### config.mk
export PLATFORM = sky130hd
export DESIGN_NAME = isa_ext_reg
export DESIGN_NICKNAME = d
export VERILOG_FILES = /design/src/rtl/isa_ext_pkg.sv /design/src/rtl/isa_ext_ctl.sv /design/src/rtl/isa_ext_dp.sv /design/src/rtl/isa_ext_reg.sv
export SDC_FILE = /design/constraint.sdc
export NUM_CORES = 1
export LEC_CHECK = 0
export ABC_AREA = 1
export ABC_CLOCK_PERIOD_IN_PS = 2000
export CAP_MARGIN = 20
export CORE_MARGIN = 5
export CORE_UTILIZATION = 35
export CTS_CLUSTER_DIAMETER = 80
export DETAILED_ROUTE_END_ITERATION = 7
export DONT_BUFFER_PORTS = 1
export SLEW_MARGIN = 20
export SYNTH_ARGS = -nofsm -noshare
export SYNTH_HDL_FRONTEND = slang
export SYNTH_SLANG_ARGS = --single-unit
### constraint.sdc
create_clock -name clk -period 2 [get_ports clk]
set_clock_uncertainty 0.2 [all_clocks]
set_input_delay 0.2 -clock clk [delete_from_list [all_inputs] [get_ports clk]]
set_output_delay 0.2 -clock clk [all_outputs]
set_load 0.02 [all_outputs]
### src/rtl/isa_ext_pkg.sv
package isa_ext_pkg;
  localparam int LETTERS = 26;
  localparam int NSUB    = 6;

  localparam int BIT_C = 2;
  localparam int BIT_D = 3;
  localparam int BIT_F = 5;
  localparam int BIT_Q = 16;
  localparam int BIT_V = 21;

  localparam int SUB_BASE  = 0;
  localparam int SUB_FLT   = 1;
  localparam int SUB_DBL   = 2;
  localparam int SUB_BITM  = 3;
  localparam int SUB_PUSH  = 4;
  localparam int SUB_TABLE = 5;

  typedef struct packed {
    logic load;
    logic refuse;
  } ctlStrobe_t;
endpackage

### src/rtl/isa_ext_ctl.sv
module isa_ext_ctl
  import isa_ext_pkg::*;
(
  input  logic       clk,
  input  logic       rstN,
  input  logic       wrEn,
  input  logic       wrDataC,
  input  logic       curC,
  input  logic       pcBit1,
  output ctlStrobe_t strobe,
  output logic       wrAccept
);
  logic dropsC;

  always_comb begin
    dropsC        = !wrDataC && curC;
    strobe.refuse = wrEn && dropsC && pcBit1;
    strobe.load   = wrEn && !strobe.refuse;
  end

  always_ff @(posedge clk) begin
    if (!rstN) wrAccept <= 1'b0;
    else       wrAccept <= strobe.load;
  end

  // a refused write never raises the accept flag
  a_r2_refuse_misaligned: assert property (@(posedge clk) disable iff (!rstN)
    (wrEn && !wrDataC && curC && pcBit1) |=> !wrAccept);

  // the accept flag only follows a strobed write
  a_r3_accept_after_write: assert property (@(posedge clk) disable iff (!rstN)
    wrAccept |-> $past(wrEn));
endmodule

### src/rtl/isa_ext_dp.sv
module isa_ext_dp
  import isa_ext_pkg::*;
(
  input  logic               clk,
  input  logic               rstN,
  input  ctlStrobe_t         strobe,
  input  logic [LETTERS-1:0] wrData,
  input  logic [LETTERS-1:0] wrMask,
  input  logic [LETTERS-1:0] supportVec,
  input  logic [NSUB-1:0]    subSupport,
  output logic [LETTERS-1:0] isaValue,
  output logic [NSUB-1:0]    enVec
);
  logic [LETTERS-1:0] isaReg;
  logic [LETTERS-1:0] adjData;
  logic [LETTERS-1:0] mergedVal;
  logic [NSUB-1:0]    enReg;
  logic [NSUB-1:0]    enNext;
  logic [NSUB-1:0]    enReset;

  function automatic logic [NSUB-1:0] deriveEn(input logic [LETTERS-1:0] v,
                                                input logic [LETTERS-1:0] sup,
                                                input logic [NSUB-1:0]    subSup);
    logic [NSUB-1:0] e;
    logic base;
    base         = (v[BIT_C] || !sup[BIT_C]) && subSup[SUB_BASE];
    e[SUB_BASE]  = base;
    e[SUB_FLT]   = v[BIT_F] && base && subSup[SUB_FLT];
    e[SUB_DBL]   = v[BIT_D] && base && subSup[SUB_DBL];
    e[SUB_BITM]  = base && subSup[SUB_BITM];
    e[SUB_PUSH]  = base && subSup[SUB_PUSH];
    e[SUB_TABLE] = base && subSup[SUB_TABLE];
    return e;
  endfunction

  always_comb begin
    adjData = wrData;
    if (!adjData[BIT_F]) adjData[BIT_D] = 1'b0;
    if (!adjData[BIT_D]) begin
      adjData[BIT_Q] = 1'b0;
      adjData[BIT_V] = 1'b0;
    end
    mergedVal = (adjData & wrMask) | (isaReg & ~wrMask);
    enNext    = deriveEn(mergedVal, supportVec, subSupport);
    enReset   = deriveEn(supportVec, supportVec, subSupport);
  end

  always_ff @(posedge clk) begin
    if (!rstN) begin
      isaReg <= supportVec;
      enReg  <= enReset;
    end else if (strobe.load) begin
      isaReg <= mergedVal;
      enReg  <= enNext;
    end
  end

  assign isaValue = isaReg;
  assign enVec    = enReg;

  // without a load, the state holds
  a_r10_hold_state: assert property (@(posedge clk) disable iff (!rstN)
    !strobe.load |=> ($stable(isaReg) && $stable(enReg)));

  // bits outside the writable mask never move
  a_r6_mask_protects: assert property (@(posedge clk) disable iff (!rstN)
    1'b1 |=> (((isaReg ^ $past(isaReg)) & ~wrMask) == '0));

  // clearing F in written data clears a writable D
  a_r4_f_clears_d: assert property (@(posedge clk) disable iff (!rstN)
    (strobe.load && !wrData[BIT_F] && wrMask[BIT_D]) |=> !isaReg[BIT_D]);

  // a writable Q never ends up set after a load that leaves D clear
  a_r5_d_clears_q: assert property (@(posedge clk) disable iff (!rstN)
    (strobe.load && !wrData[BIT_D] && wrMask[BIT_Q]) |=> !isaReg[BIT_Q]);
endmodule

### src/rtl/isa_ext_reg.sv
module isa_ext_reg
  import isa_ext_pkg::*;
(
  input  logic               clk,
  input  logic               rstN,
  input  logic               wrEn,
  input  logic [LETTERS-1:0] wrData,
  input  logic               pcBit1,
  input  logic [LETTERS-1:0] wrMask,
  input  logic [LETTERS-1:0] supportVec,
  input  logic [NSUB-1:0]    subSupport,
  output logic [LETTERS-1:0] isaValue,
  output logic               wrAccept,
  output logic               enCBase,
  output logic               enCFloat,
  output logic               enCDouble,
  output logic               enCBitm,
  output logic               enCPushPop,
  output logic               enCTableJump
);
  ctlStrobe_t      strobe;
  logic [NSUB-1:0] enVec;

  isa_ext_ctl u_ctl (
    .clk      (clk),
    .rstN     (rstN),
    .wrEn     (wrEn),
    .wrDataC  (wrData[BIT_C]),
    .curC     (isaValue[BIT_C]),
    .pcBit1   (pcBit1),
    .strobe   (strobe),
    .wrAccept (wrAccept)
  );

  isa_ext_dp u_dp (
    .clk        (clk),
    .rstN       (rstN),
    .strobe     (strobe),
    .wrData     (wrData),
    .wrMask     (wrMask),
    .supportVec (supportVec),
    .subSupport (subSupport),
    .isaValue   (isaValue),
    .enVec      (enVec)
  );

  assign enCBase      = enVec[SUB_BASE];
  assign enCFloat     = enVec[SUB_FLT];
  assign enCDouble    = enVec[SUB_DBL];
  assign enCBitm      = enVec[SUB_BITM];
  assign enCPushPop   = enVec[SUB_PUSH];
  assign enCTableJump = enVec[SUB_TABLE];
endmodule

==> summary.txt <==
Global route
  • Pin count of the biggest net entering global routing: 54
  • Total grt overflow: 0
  • Antenna violations before repair: 0
  • Vias in the first global route: 1671
  • First-pass GRT wire length: ~8000 µm
  • Total GRT Usage: 0.1635

Clock network
  • Max clock buf depth: 2
  • Sink Count: 33
  • Post-CTS Resized: 0
  • CTS HTree Levels: 2
  • CTS Buf Count: 5
  • Clock tree from TritonCTS: built
  • Cts-stage hold buffer count: 80
  • CTS root buf: clkbuf_8
  • Clk_lat worst skew: ~0.28 ns
  • Worst-path clk slew: roughly 0.070 ns
  • Setup bufs post-CTS: 0

Detailed routing
  • Via density: 4.815
  • Drt initial violations: 86
  • Wire length per cell: between 15 and 20 µm
  • Detail Route Antenna Nets: 0
  • Final wirelength: 5147 µm
  • Final routed DRC violation total: 0
  • Drt first pass iters: 4
  • Vias: about 1600

Worst setup path
  • Delay-heaviest family, CP: buffers and inverters
  • Crit-path max FO: 2
  • Max incr delay on CP: between 0.5 and 0.6 ns
  • Critical path buffers and inverters: 1
  • Worst EP required: between 1.5 and 2 ns
  • Flop2flop setup slack: 0.18 ns
  • Worst path cell trace: nor2_1 > nor2_1 > nand2_1 > nand2_2 > dlygate4sd3_1
  • Worst setup EP type: flop
  • R2R Path End: u_dp.isaValue[3]
  • Worst reg2reg path depth: 5
  • Startpoint class of the critical path: flop
  • Most used cell, CP: nor2_1
  • Slowest-stage cell, CP: dlygate4sd3_1
  • Crit path kind: flop to flop
  • FF-to-FF Start: u_dp.isaValue[3]
  • CP arrival: roughly 1.7 ns

Power
  • Reg power frac: 0.476
  • Lkg Pwr: 1.142 nW
  • Switching power share of the total: 0.2321
  • Psw: around 0.46 mW
  • Pwr dens: between 700 and 800 mW/mm²
  • VDD IR max: 490.3 µV
  • Comb pwr share: 0.148
  • Internal power: between 1.5 and 2 mW
  • Clk pwr share: 0.376

Cells and area
  • Commonest non-fill, non-tap cell in the layout: dlygate4sd3_1
  • Post-Layout Inst Area: 0.002673 mm²
  • Share of layout cells above drive strength 1: 0.06202
  • Nets: about 350
  • Layout area overhead: 54.56%
  • # diodes: 0
  • Fin util: 0.5621
  • Most frequent cells in the layout: 80 x dlygate4sd3_1, 56 x nand2_1, 32 x edfxtp_1, 25 x nand3_1, 23 x o21a_1
  • Final cell count without fillers: between 300 and 400

Worst hold path
  • Hold Path Class: input pin to flop
  • Hold depth: 2
  • Hold path start: wrMask[16]

Floorplanning
  • Die area: ~0.0064 mm²
  • Core ar.: 0.004755 mm²
  • Die height: roughly 80 µm
  • DIE WIDTH: between 80 and 90 µm
  • I/O Pins: 121
  • Starting density of the core: 0.3637
  • # rows: 25

Yosys
  • Syn Nets: 268
  • Synthesized area: 0.001729 mm²
  • Synthesized instance count: 180
  • Mean Syn Cell Area: 9.606 µm²
  • Synth Warn #: 0
  • Yosys cell types: 19
  • Seq cells post-synth: 33
  • Seq/Total Area, Yosys: 0.5673

Job
  • Number of max-cap violations: 0

Timing
  • Min Clock Period, post-route: between 1.5 and 2 ns
  • Final hold vios: 0
  • Rel. slew slack: 0.7418
  • Least-Margin Pin Slew: around 0.39 ns
  • Worst setup margin: approximately 0.18 ns
  • Final max-slew violation count: 0
  • Setup TNS: 0 ns
  • Unrepaired setup endpoints after global routing: no
  • Fin crit share: 0.9123
  • FMAX: 0.5481 GHz
  • Final number of setup-violating endpoints: 0

Placement
  • Placed cell areas: approximately 0.0017 mm²
  • Dpl cells: approximately 240
  • RD Place Congestion: ~0.75
  • Dpl hpwl: a little under 3000 µm
  • Port bufs: 0
  • Dpl ws: approximately 0.41 ns

Status
  • Status: complete, no violations
[power groups by stage]
| stage | Combinational (mW) | Clock [mW] | Sequential (mW) |
|---|---|---|---|
| 6_report | 0.291 | 0.739 | 0.936 |
| 5_1_grt | 0.321 | 0.794 | 0.942 |
| 4_1_cts | 0.284 | 0.767 | 0.939 |
| 3_5_place_dp | 0.143 | 0 | 0.954 |
| 3_3_place_gp | 0.140 | 0 | 0.953 |
| 2_1_floorplan | 0.142 | 0 | 0.939 |
[cells by family (layout without fill, tap and decap cells)]
group                  Yosys count  count (layout)  synth area share
AND/OR/NAND/NOR                 96              96            0.2402
AO/OA/AOI/OAI                   29              29            0.1179
buffers and inverters           22             100           0.07453
flip-flops                      33              33            0.5673
[worst max-delay path by stage]
stage,startpoint,end,slack (ns),cells after the start
final,u_dp.isaValue[3],u_dp.isaValue[3],0.18,5
after global routing,u_dp.isaValue[3],u_dp.isaValue[3],0.13,5
after CTS,u_dp.isaValue[3],u_dp.isaValue[3],0.18,5
after detailed placement,u_dp.isaValue[2],flop,0.41,4
after global placement,u_dp.isaValue[2],flop,0.43,4
after floorplan,u_dp.isaValue[2],flop,0.58,5
[per-layer routing]
| metal | share of wire | vias to the layer above | track usage |
|---|---|---|---|
| met3 | 0.087 | 4 | 0.05269 |
| met4 | 0.0074 | 0 | 0.05068 |
| met5 | 0 | - | 0 |
| met1 | 0.37 | 722 | 0.1712 |
| li1 | - | 764 | - |
| met2 | 0.53 | 75 | 0.3063 |
[layout make-up]
cell class	count	area, µm²
Fill cell	409	2082
Multi-Input combinational cell	125	619.3
Tap cell	67	83.83
Clock buffer	5	68.82
Timing Repair Buffer	81	808.3
Clock inverter	3	65.06
Sequential cell	33	980.9
Inverter	11	46.29
[through the flow]
stage,hold WS [ns],power [mW]
after global placement,0.1648,1.093
after CTS,0.009764,1.990
after global routing,0.03166,2.057
after detailed placement,0.1651,1.097
final,0.01255,1.966
after floorplan,0.1593,1.081
[synth_stat cells]
master | number | area (µm²)
buf_4 | 1 | 7.510
o21a_1 | 23 | 172.7
a31oi_1 | 1 | 6.260
inv_1 | 10 | 37.54
nor2_1 | 8 | 30.03
nor2_2 | 1 | 6.260
nand2_2 | 4 | 25.02
buf_2 | 6 | 30.03
o21ai_0 | 2 | 10.01
nand3_1 | 25 | 125.1
nand2_4 | 1 | 11.26
buf_6 | 4 | 45.04
edfxtp_1 | 32 | 960.9
nand2_1 | 56 | 210.2
inv_6 | 1 | 8.760
o21ai_1 | 1 | 5.000
nand3b_1 | 1 | 7.510
dfxtp_1 | 1 | 20.02
a21oi_1 | 2 | 10.01
Power figures use the tool's default switching activity.
